==> config.mk <==
export PLATFORM = sky130hd
export DESIGN_NAME = shift_add_mult
export DESIGN_NICKNAME = d
export VERILOG_FILES = /design/src/rtl/shift_add_mult_pkg.sv /design/src/rtl/mult_ctrl.sv /design/src/rtl/mult_counter.sv /design/src/rtl/mult_datapath.sv /design/src/rtl/shift_add_mult.sv
export SDC_FILE = /design/constraint.sdc
export NUM_CORES = 1
export LEC_CHECK = 0
export ABC_CLOCK_PERIOD_IN_PS = 3520
export CAP_MARGIN = 20
export CORE_ASPECT_RATIO = 0.9
export CORE_MARGIN = 2
export CORE_UTILIZATION = 40
export CTS_BUF_LIST = sky130_fd_sc_hd__clkbuf_4
export CTS_CLUSTER_SIZE = 28
export DETAILED_ROUTE_END_ITERATION = 8
export PLACE_DENSITY = 0.7
export REMOVE_ABC_BUFFERS = 1
export SLEW_MARGIN = 15
export SYNTH_ARGS = -nofsm -noshare
export SYNTH_HDL_FRONTEND = slang
export SYNTH_SLANG_ARGS = --single-unit
==> constraint.sdc <==
create_clock -name clk_i -period 3.52 [get_ports clk_i]
set_input_delay 0.88 -clock clk_i [delete_from_list [all_inputs] [get_ports clk_i]]
set_output_delay 0.88 -clock clk_i [all_outputs]
set_load 0.05 [all_outputs]
==> src/rtl/shift_add_mult_pkg.sv <==
package shift_add_mult_pkg;
  typedef enum logic [1:0] {
    ST_IDLE = 2'd0,
    ST_ADD  = 2'd1,
    ST_SHR  = 2'd2
  } mult_state_e;
endpackage

==> src/rtl/mult_ctrl.sv <==
module mult_ctrl
  import shift_add_mult_pkg::*;
(
  input  logic clk_i,
  input  logic rst_ni,
  input  logic start_i,
  input  logic cnt_zero_i,
  output logic st_idle_o,
  output logic st_add_o,
  output logic st_shr_o
);
  mult_state_e state_q, state_d;

  always_comb begin
    state_d = state_q;
    unique case (state_q)
      ST_IDLE: if (start_i) state_d = ST_ADD;
      ST_ADD:  state_d = ST_SHR;
      ST_SHR:  state_d = cnt_zero_i ? ST_IDLE : ST_ADD;
      default: state_d = ST_IDLE;
    endcase
  end

  always_ff @(posedge clk_i or negedge rst_ni)
    if (!rst_ni) state_q <= ST_IDLE;
    else         state_q <= state_d;

  // decoder
  assign st_idle_o = (state_q == ST_IDLE);
  assign st_add_o  = (state_q == ST_ADD);
  assign st_shr_o  = (state_q == ST_SHR);

  a_r3_one_strobe: assert property (@(posedge clk_i) disable iff (!rst_ni)
    $onehot({st_idle_o, st_add_o, st_shr_o}));
  a_r3_add_then_shr: assert property (@(posedge clk_i) disable iff (!rst_ni)
    st_add_o |=> st_shr_o);
  a_r5_no_restart: assert property (@(posedge clk_i) disable iff (!rst_ni)
    (st_shr_o && !cnt_zero_i) |=> st_add_o);
endmodule

==> src/rtl/mult_counter.sv <==
module mult_counter #(
  parameter int WIDTH = 8,
  localparam int CW = (WIDTH < 2) ? 1 : $clog2(WIDTH)
) (
  input  logic clk_i,
  input  logic rst_ni,
  input  logic load_i,
  input  logic dec_i,
  output logic zero_o
);
  logic [CW-1:0] cnt_q;

  always_ff @(posedge clk_i or negedge rst_ni)
    if (!rst_ni)     cnt_q <= '0;
    else if (load_i) cnt_q <= CW'(WIDTH - 1);
    else if (dec_i)  cnt_q <= cnt_q - CW'(1);

  assign zero_o = (cnt_q == '0);

  a_r3_preset: assert property (@(posedge clk_i) disable iff (!rst_ni)
    load_i |=> (cnt_q == CW'(WIDTH - 1)));
  a_r3_no_wrap: assert property (@(posedge clk_i) disable iff (!rst_ni)
    (dec_i && !load_i) |-> !zero_o || $past(load_i) == 1'b0);
endmodule

==> src/rtl/mult_datapath.sv <==
module mult_datapath #(
  parameter int WIDTH = 8
) (
  input  logic             clk_i,
  input  logic             rst_ni,
  input  logic             st_idle_i,
  input  logic             st_add_i,
  input  logic             st_shr_i,
  input  logic             start_i,
  input  logic             load_b_i,
  input  logic             load_q_i,
  input  logic [WIDTH-1:0] b_i,
  input  logic [WIDTH-1:0] q_i,
  output logic             q_lsb_o,
  output logic [2*WIDTH-1:0] product_o
);
  logic [WIDTH-1:0] a_q, q_q, b_q;
  logic             c_q;
  logic [WIDTH:0]   sum;

  assign sum = {1'b0, a_q} + {1'b0, b_q};

  always_ff @(posedge clk_i or negedge rst_ni) begin
    if (!rst_ni) begin
      a_q <= '0;
      q_q <= '0;
      b_q <= '0;
      c_q <= 1'b0;
    end else if (st_idle_i) begin
      if (load_b_i) b_q <= b_i;
      if (load_q_i) q_q <= q_i;
      if (start_i) begin
        a_q <= '0;
        c_q <= 1'b0;
      end
    end else if (st_add_i) begin
      if (q_q[0]) {c_q, a_q} <= sum;
    end else if (st_shr_i) begin
      a_q <= {c_q, a_q[WIDTH-1:1]};
      q_q <= {a_q[0], q_q[WIDTH-1:1]};
      c_q <= 1'b0;
    end
  end

  assign q_lsb_o   = q_q[0];
  assign product_o = {a_q, q_q};

  a_r4_b_frozen: assert property (@(posedge clk_i) disable iff (!rst_ni)
    !st_idle_i |=> $stable(b_q));
  a_r8_carry_cleared: assert property (@(posedge clk_i) disable iff (!rst_ni)
    st_shr_i |=> !c_q);
  a_r7_start_clears: assert property (@(posedge clk_i) disable iff (!rst_ni)
    (st_idle_i && start_i) |=> (a_q == '0) && !c_q);
  a_r2_no_add_on_zero: assert property (@(posedge clk_i) disable iff (!rst_ni)
    (st_add_i && !q_q[0]) |=> $stable(a_q) && $stable(c_q));
endmodule

==> src/rtl/shift_add_mult.sv <==
module shift_add_mult #(
  parameter int WIDTH = 8
) (
  input  logic               clk_i,
  input  logic               rst_ni,
  input  logic               start_i,
  input  logic               load_b_i,
  input  logic               load_q_i,
  input  logic [WIDTH-1:0]   b_i,
  input  logic [WIDTH-1:0]   q_i,
  output logic               ready_o,
  output logic [2*WIDTH-1:0] product_o
);
  logic st_idle, st_add, st_shr, cnt_zero, q_lsb;

  initial assert (WIDTH >= 2);

  mult_ctrl u_ctrl (
    .clk_i      (clk_i),
    .rst_ni     (rst_ni),
    .start_i    (start_i),
    .cnt_zero_i (cnt_zero),
    .st_idle_o  (st_idle),
    .st_add_o   (st_add),
    .st_shr_o   (st_shr)
  );

  mult_counter #(.WIDTH(WIDTH)) u_cnt (
    .clk_i  (clk_i),
    .rst_ni (rst_ni),
    .load_i (st_idle & start_i),
    .dec_i  (st_shr),
    .zero_o (cnt_zero)
  );

  mult_datapath #(.WIDTH(WIDTH)) u_dp (
    .clk_i     (clk_i),
    .rst_ni    (rst_ni),
    .st_idle_i (st_idle),
    .st_add_i  (st_add),
    .st_shr_i  (st_shr),
    .start_i   (start_i),
    .load_b_i  (load_b_i),
    .load_q_i  (load_q_i),
    .b_i       (b_i),
    .q_i       (q_i),
    .q_lsb_o   (q_lsb),
    .product_o (product_o)
  );

  assign ready_o = st_idle;

  a_r6_hold: assert property (@(posedge clk_i) disable iff (!rst_ni)
    (ready_o && !start_i && !load_b_i && !load_q_i) |=> $stable(product_o));
  a_r3_busy_after_start: assert property (@(posedge clk_i) disable iff (!rst_ni)
    (ready_o && start_i) |=> !ready_o);
endmodule

[Word level (Yosys, flattened, before mapping)]
Index checks and enable logic that the tools add are counted.
Storage, ports and cells
  latch bits: 0
  output and inout bits: 17
  RAM bits: 0
  memory bits (read-only): 0
  memories: 0
  register bits after elaboration: 30
Cells by class
  reductions and logical operators: 8
  muxes and demuxes: 19
  $add $sub $neg: 2
  $lt $le $gt $ge: 0
  bitwise logic cells: 1
  eq/ne operators: 6
  $mul: 0
  shift-type cells: 0
  divide/modulo/power cells: 0
Operators by type and width (count)
  8-bit two-way mux: 9
  8-bit by 8-bit adder with 9-bit output: 1
  1-bit two-way mux: 6
  3-bit two-way mux: 2
  2-bit != test, second input constant: 3
  2-bit one-hot mux with 3 select lines: 1
  3-bit AND reduction: 2
  2-bit nonzero test: 2
  3-bit logical NOT: 1
  3-bit by 2-bit != test with 1-bit output, second input constant: 1
  3-bit nonzero test: 1
  3-bit by 1-bit subtractor with 3-bit output, second input constant: 1
  2-bit by 1-bit == test with 1-bit output, second input constant: 1
  2-bit == test, second input constant: 1
  2-bit logical NOT: 1
  2-bit two-way mux: 1
  2-bit AND reduction: 1
  1-bit AND: 1

[Logic depth before layout (Yosys ltp)]
Gate-level depths: netlist of run 1.
  depth after elaboration: 4
  mapped depth: 8

[Cells and area by module]
Synthesis of run 1 repeated with hierarchy kept, for this count alone.
Unflattened totals
  cell total of the unflattened synthesis: 171
  area total of the unflattened synthesis: 1773.0 um^2
By module, submodules not included
  mult_datapath: cells an instance 146, times used 1, area an instance 1519.0 um^2
  mult_counter: cells an instance 16, times used 1, area an instance 161.4 um^2
  mult_ctrl: cells an instance 8, times used 1, area an instance 86.3 um^2
  shift_add_mult: cells an instance 1, times used 1, area an instance 6.3 um^2

[Worst setup path after synthesis of run 1]
Ideal clock, no wire load.
  path kind: register to register
  start: register u_dp.a_q[0]
  end: register u_dp.a_q[6]
  buffers on the path: 0
  path slack: 1.366 ns
  clock period less this slack: 2.154 ns
  data required time: 3.390 ns
  data arrival time: 2.024 ns
  library setup time: 0.130 ns
  stages on the path, launching flop included: 9
  cell sequence: dfrtp_1 > ha_1 > inv_1 > fa_1 > nand2b_1 > a21oi_1 > o22a_1 > nand4_1 > nor3b_1
On the way
  word-level cells in the longest chain between the ends: 4
RTL lines
  start, declared: line mult_datapath.sv:17  | logic [WIDTH-1:0] a_q, q_q, b_q;
  start signal, assigned: line mult_datapath.sv:37  | if (q_q[0]) {c_q, a_q} <= sum;
  start signal, assigned: line mult_datapath.sv:39  | a_q <= {c_q, a_q[WIDTH-1:1]};
  8-bit by 8-bit adder with 9-bit output: line mult_datapath.sv:21  | assign sum = {1'b0, a_q} + {1'b0, b_q};
  8-bit two-way mux: line mult_datapath.sv:37
  8-bit two-way mux: line mult_datapath.sv:36  | end else if (st_add_i) begin
  8-bit two-way mux: line mult_datapath.sv:29  | end else if (st_idle_i) begin
No other way between the ends. The select of a mux whose other input is x is not followed.
A chain may end at the register's enable or synchronous reset.

[Final worst setup path of run 1]
  start: register u_ctrl.state_q[0]
  end: output port ready_o
On the way
  word-level cells in the longest chain between the ends: 1
RTL lines
  start, declared: line mult_ctrl.sv:12  | mult_state_e state_q, state_d;
  start signal, assigned: line mult_ctrl.sv:26  | else state_q <= state_d;
  2-bit logical NOT: line mult_ctrl.sv:29  | assign st_idle_o = (state_q == ST_IDLE);
  end, declared: line shift_add_mult.sv:11  | output logic ready_o,
No other way between the ends.

==> results of run 1 <==
[metrics by stage]
stage	cell area, um^2	utilization	setup WS [ns]
final	2150	0.527	0.676
after detailed placement	2090	0.514	1.03
after CTS	2150	0.527	0.643
after global routing	2150	0.527	0.588
after floorplan	1650	-	1.36
after global placement	2090	0.514	1.04
[flip-flops by register name, summed over array words and instances (netlist names)]
register        cells
u_dp.a_q            8
u_cnt.cnt_q         3
u_dp.c_q            1
u_dp.b_q            8
u_ctrl.state_q      2
u_dp.q_q            8
[cells by family (layout without fill, tap and decap cells)]
family,Yosys count,count (layout)
buf+inv,14,53
fa+ha+maj,11,11
mux,8,8
xor+xnor,1,1
compound gates,58,58
flops,30,30
simple gates,48,48
[metal layers]
metal	track usage	vias to the layer above
met5	0	-
met4	0.0833	0
met3	0.0491	8
met2	0.240	29
met1	0.252	631
li1	-	697
[layout by cell type, fill, tap and decap left out, types with 2 or more instances in the layout]
cell | synthesis | routed
ha_1 | 10 | 10
nand2_1 | 13 | 13
clkdlybuf4s50_1 | 0 | 37
nor2b_1 | 9 | 9
nor2_1 | 8 | 8
o21bai_1 | 2 | 2
clkbuf_4 | 0 | 7
o21ai_0 | 16 | 16
and3b_1 | 2 | 2
dfrtp_1 | 30 | 30
inv_1 | 6 | 6
nand3_1 | 4 | 4
nand2b_1 | 2 | 2
a221oi_1 | 2 | 2
nor3_1 | 3 | 3
buf_4 | 2 | 2
o21a_1 | 2 | 2
a21oi_1 | 17 | 17
mux2_2 | 7 | 7
a22oi_1 | 8 | 8
[area by class of cell]
cell class | count | area share
well taps | 48 | 0.0280
multi-input cells | 126 | 0.406
inverters | 7 | 0.0122
repair buffers | 39 | 0.179
flip-flops and latches | 30 | 0.350
clock buffers | 7 | 0.0245
[worst paths after layout]
check	end	slack [ns]	cells past startpoint
worst min-delay path	u_dp.b_q[5]	0.52	1
max in group asynchronous	u_dp.c_q	2.31	2
worst max-delay path	ready_o	0.68	2
min in group asynchronous	u_dp.b_q[3]	0.93	2
worst min register to register	u_dp.b_q[5]	0.52	1
worst max register to register	u_dp.a_q[6]	1.46	8
[worst max-delay path, delay by kind of cell, from the launching register on]
kind / cells / cell delay, ns
flops: 1 / 0.56
buf+inv: 1 / 0.83
simple gates: 1 / 0.23
[power by group through the flow]
stage                     sequential, mW  clock (mW)  combinational, mW
after detailed placement           0.665           0               1.42
after CTS                          0.661       0.217               1.42
final                              0.659       0.208               1.42
after floorplan                    0.947           0              0.711
after global placement             0.665           0               1.40
after global routing               0.685       0.233               1.55
==> summary.md, run 1 <==
| Metric | Value |
|---|---|
| DR top layer | `met4` |
| Final slew viol count | `0` |
| CTS max path bufs | `2` |
| Synth-to-Final Area Change | `27.4%` |
| Total power | `2.28 mW` |
| DRC | `0` |
| Yosys reg bits | `30` |
| Vias in the first global route | `1301` |
| Synth Instances | `170` |
| RSZ-0062 raised after global routing | `false` |
| Main combinational cell family by area after synthesis | `compound AO/OA/AOI/OAI gates` |
| EDFF count, synth | `0` |
| Flop pwr share | `0.289` |
| Yosys warnings | `0` |
| Initial Utilization | `0.414` |
| Main flop type after synthesis | `dfrtp_1` |
| Hold slack final | `0.520 ns` |
| Overflow after GRT | `0` |
| Antenna-violating nets left | `0` |
| Clk_skew | `0.00723 ns` |
| Max stage delay on crit path | `0.83 ns` |
| Total die area | `4750 um^2` |
| Power Density | `1060 nW/um^2` |
| Clock power frac | `0.091` |
| WL/cell | `14.3 um` |
| Leak | `0.928 nW` |
| Max FO, Critical Path | `15` |
| Met2 routed WL | `1580 um` |
| Multiplexer share of the synthesized area | `0.0527` |
| Iteration-0 DRC Markers | `84` |
| Final period utilization | `0.808` |
| Final wirelength | `3690 um` |
| Count leader, synth | `dfrtp_1` |
| Final hold violation count | `0` |
| Crit. Startpoint | `u_ctrl.state_q[0]` |
| VDD IR max | `0.000412 V` |
| Non-filler cells, final | `257` |
| IO buf count | `37` |
| Clk sinks | `30` |
| Global-route wire length before repair | `6250 um` |
| Synth Area in Compound Gates | `0.222` |
| CTS Buf Count | `5` |
| Gr usage total | `0.175` |
| Reg clk slew, reported paths | `0.09 ns` |
| Final setup fails | `0` |
| Ant. Diodes | `0` |
| Synth Area in Adders | `0.0861` |
| Int Power | `1.17 mW` |
| Critical Path AT | `1.96 ns` |
| Routed metal-1 wire length | `1850 um` |
| Htree depth | `2` |
| Netlist Area Pre-Place | `1690 um^2` |
| Hold Buf Count CTS | `0` |
| Post-synth top cells | `dfrtp_1 (30), a21oi_1 (17), o21ai_0 (16)` |
| Slew headroom | `0.514` |
| Core Region | `4070 um^2` |
| Placed cells | `250` |
| CP Cell Sequence | `nor2_1 -> clkdlybuf4s50_1` |
| Synth Area per Inst | `9.91 um^2` |
| CP Class | `flop to output pin` |
| Core Rows | `22` |
| Fill cells | `395` |
| Share of synthesized area occupied by flip-flops and latches | `0.445` |
| Reg area | `751 um^2` |
| CTS Root Cell | `clkbuf_4` |
| Vias | `1365` |
| Top cell type by total area after synthesis | `dfrtp_1` |
| NumNets Final | `241` |
| CTS tree | `done` |
| Synth Area in XOR/XNOR | `0.00520` |
| Setup TNS | `0 ns` |
| Fmax | `0.352 GHz` |
| Share of layout cells above drive strength 1 | `0.105` |
| Worst path required time | `2.64 ns` |
| Switching portion of total power | `0.489` |
| Area of the multi-input gates | `872 um^2` |
| GPL Wtd Cong | `0.816` |
| Hpwl dp | `2680 um` |
| Yosys top cell area share | `0.445` |
| Startpoint types | `flop` |
| Outcome | `complete, no violations` |
| P_sw | `1.12 mW` |
| Ys async rst share | `1.00` |
| DR WL met3 | `181 um` |
| CP max-delay cell | `clkdlybuf4s50_1` |
| Post-layout min period | `2.84 ns` |
| Worst-Margin Slew | `0.727 ns` |
| Pre-antenna DRT Iters | `4` |
| Critical path endpoint category | `output pin` |
| Ports | `38` |
| HP Start | `u_dp.b_q[5]` |
| Pin count of the biggest net entering global routing | `31` |
| Initial antenna violation count | `0` |
| Via-per-instance ratio | `5.31` |
| Later-pin clock latency in the skew report | `0.33 ns` |
| Die Span Y | `65.6 um` |
| Post-cts sizing count | `0` |
| HP Class | `flop to flop` |
| Top cells by area, synth | `dfrtp_1 (45%), ha_1 (7.4%), a21oi_1 (5.0%)` |
| Simple-Gate Fraction of Synth Area | `0.151` |
| Worst R2R Start | `u_dp.a_q[0]` |
| Yosys cell types | `42` |
| Max cap viols | `0` |
| Die Wd | `72.4 um` |
| Setup bufs post-CTS | `0` |
| Comb power frac | `0.620` |
(Power assumes the default switching activity.)
==> run 2, diff against run 1 <==
- ABC_CLOCK_PERIOD_IN_PS: 3520 -> 2400
- PLACE_DENSITY: 0.7 -> 0.72
- clock period: 3.52 -> 2.4 ns (I/O delays scaled with it)
==> run 2 against run 1 <==
  * Sequential cell count did not move
  * Cell count is 1.2% higher
  * Sequential share of layout area decreased by 0.32 points
  * Clock-buffer cell count stayed put
  * Hold slack worse by 0.0034 ns
  * Critical path type unchanged
==> summary.md, run 2 (synthesized netlist as in run 1, its figures left out) <==
| Metric | Value |
|---|---|
| PnR worst setup slack | `0.191 ns` |
| DR top layer | `met4` |
| Share of layout cells above drive strength 1 | `0.123` |
| DR WL met3 | `171 um` |
| CTS Root Cell | `clkbuf_4` |
| CTS tree | `done` |
| Outcome | `complete, no violations` |
| Final setup fails | `0` |
| Antenna-violating nets left | `0` |
| Pre-antenna DRT Iters | `4` |
| CP Cell Sequence | `clkdlybuf4s50_1` |
| Synth-to-Final Area Change | `28.6%` |
| Slew headroom | `0.657` |
| Hpwl dp | `2680 um` |
| Total die area | `4750 um^2` |
| Int Power | `1.72 mW` |
| Hold Buf Count CTS | `0` |
| Initial Utilization | `0.414` |
| Ant. Diodes | `0` |
| Final slew viol count | `0` |
| CP Class | `flop to output pin` |
| Routed metal-1 wire length | `1840 um` |
| CTS Buf Count | `5` |
| Pin count of the biggest net entering global routing | `31` |
| Final wirelength | `3660 um` |
| Startpoint types | `flop` |
| Iteration-0 DRC Markers | `91` |
| Core Rows | `22` |
| Fmax | `0.453 GHz` |
| Leading cell types in the layout, fill and taps excluded | `clkdlybuf4s50_1 (36), dfrtp_1 (30), a21oi_1 (17)` |
| Ports | `38` |
| Die Span Y | `65.6 um` |
| R2R cell count | `8` |
| Overflow after GRT | `0` |
| Max cap viols | `0` |
| Die Wd | `72.4 um` |
| IO buf count | `37` |
| Clock power frac | `0.087` |
| Biggest regs | `u_dp.a_q: 8 flops, u_dp.b_q: 8 flops, u_dp.q_q: 8 flops` |
| Max stage delay on crit path | `0.85 ns` |
| Comb power frac | `0.618` |
| Setup bufs post-CTS | `0` |
| Final hold violation count | `0` |
| Gr usage total | `0.169` |
| Critical path endpoint category | `output pin` |
| Switching portion of total power | `0.484` |
| Worst-Margin Slew | `0.513 ns` |
| Final period utilization | `0.920` |
| Crit path depth | `1` |
| Global-route wire length before repair | `6180 um` |
| DRC | `0` |
| Post-layout min period | `2.21 ns` |
| Power Density | `1540 nW/um^2` |
| Worst Path Buf+Inv | `1` |
| Clk_skew | `0.00511 ns` |
| Hold depth | `2` |
| Core Region | `4070 um^2` |
| CTS max path bufs | `2` |
| Hold slack final | `0.517 ns` |
| CP max-delay cell | `clkdlybuf4s50_1` |
| Post-route cell area | `2170 um^2` |
| WL/cell | `14.1 um` |
| Vias in the first global route | `1296` |
| Max FO, Critical Path | `5` |
| Critical Path AT | `1.61 ns` |
| RSZ-0062 raised after global routing | `false` |
| Via-per-instance ratio | `5.42` |
| GPL Wtd Cong | `0.856` |
| Placed inst area | `2110 um^2` |
| HP Class | `flop to flop` |
| NumNets Final | `244` |
| P_sw | `1.62 mW` |
| Pre-CTS setup slack | `0.231 ns` |
| Reg clk slew, reported paths | `0.08 ns` |
| Met2 routed WL | `1590 um` |
| Clk sinks | `30` |
| Leak | `0.944 nW` |
| Vias | `1408` |
| Worst path required time | `1.80 ns` |
| Initial antenna violation count | `0` |
| Fin util | `0.532` |
| Later-pin clock latency in the skew report | `0.32 ns` |
| Commonest non-fill, non-tap cell in the layout | `clkdlybuf4s50_1` |
| Htree depth | `2` |
| Flop pwr share | `0.295` |
| VDD IR max | `0.000478 V` |
| Largest delay share family, worst path | `buffers and inverters` |
| Setup TNS | `0 ns` |
| Post-cts sizing count | `0` |
| Fill cells | `398` |
[run 2: cell types whose count changed in the layout (fill, tap and decap cells not counted)]
cell             delta
clkdlybuf4s50_1     -1
buf_4               +4
[run 2: area by class of cell]
cell class | count | area [um^2] | share of cell area
inverters | 7 | 26.3 | 0.0121
repair buffers | 42 | 405 | 0.187
flip-flops and latches | 30 | 751 | 0.346
multi-input cells | 126 | 872 | 0.402
well taps | 48 | 60.1 | 0.0277
clock buffers | 7 | 52.6 | 0.0242
[run 2: worst paths after layout]
path                        startpoint      endpoint  slack, ns
min in group asynchronous       rst_ni   u_dp.b_q[1]       0.66
setup / recovery           u_dp.q_q[0]  product_o[0]       0.19
max in group asynchronous       rst_ni   u_dp.a_q[3]       1.46
hold reg to reg            u_dp.q_q[1]   u_dp.q_q[1]       0.52
setup reg to reg           u_dp.a_q[0]   u_dp.a_q[6]       0.38
hold / removal             u_dp.q_q[1]   u_dp.q_q[1]       0.52
[run 2: power by group through the flow]
stage | sequential (mW) | combinational (mW) | clock (mW)
finish | 0.986 | 2.07 | 0.291
global route | 1.03 | 2.26 | 0.328
CTS | 0.986 | 2.08 | 0.309
detailed placement | 0.993 | 2.08 | 0
global placement | 0.998 | 2.04 | 0
floorplan | 1.39 | 1.04 | 0
[run 2: per-stage QoR]
stage	power [mW]	cells
2_1_floorplan	2.43	163
3_3_place_gp	3.04	253
3_5_place_dp	3.07	253
4_1_cts	3.38	260
5_1_grt	3.62	260
6_report	3.34	260
[run 2: per-layer routing]
layer / vias up / track usage
li1: 703 / -
met1: 672 / 0.243
met2: 26 / 0.242
met3: 7 / 0.0429
met4: 0 / 0.0694
met5: - / 0
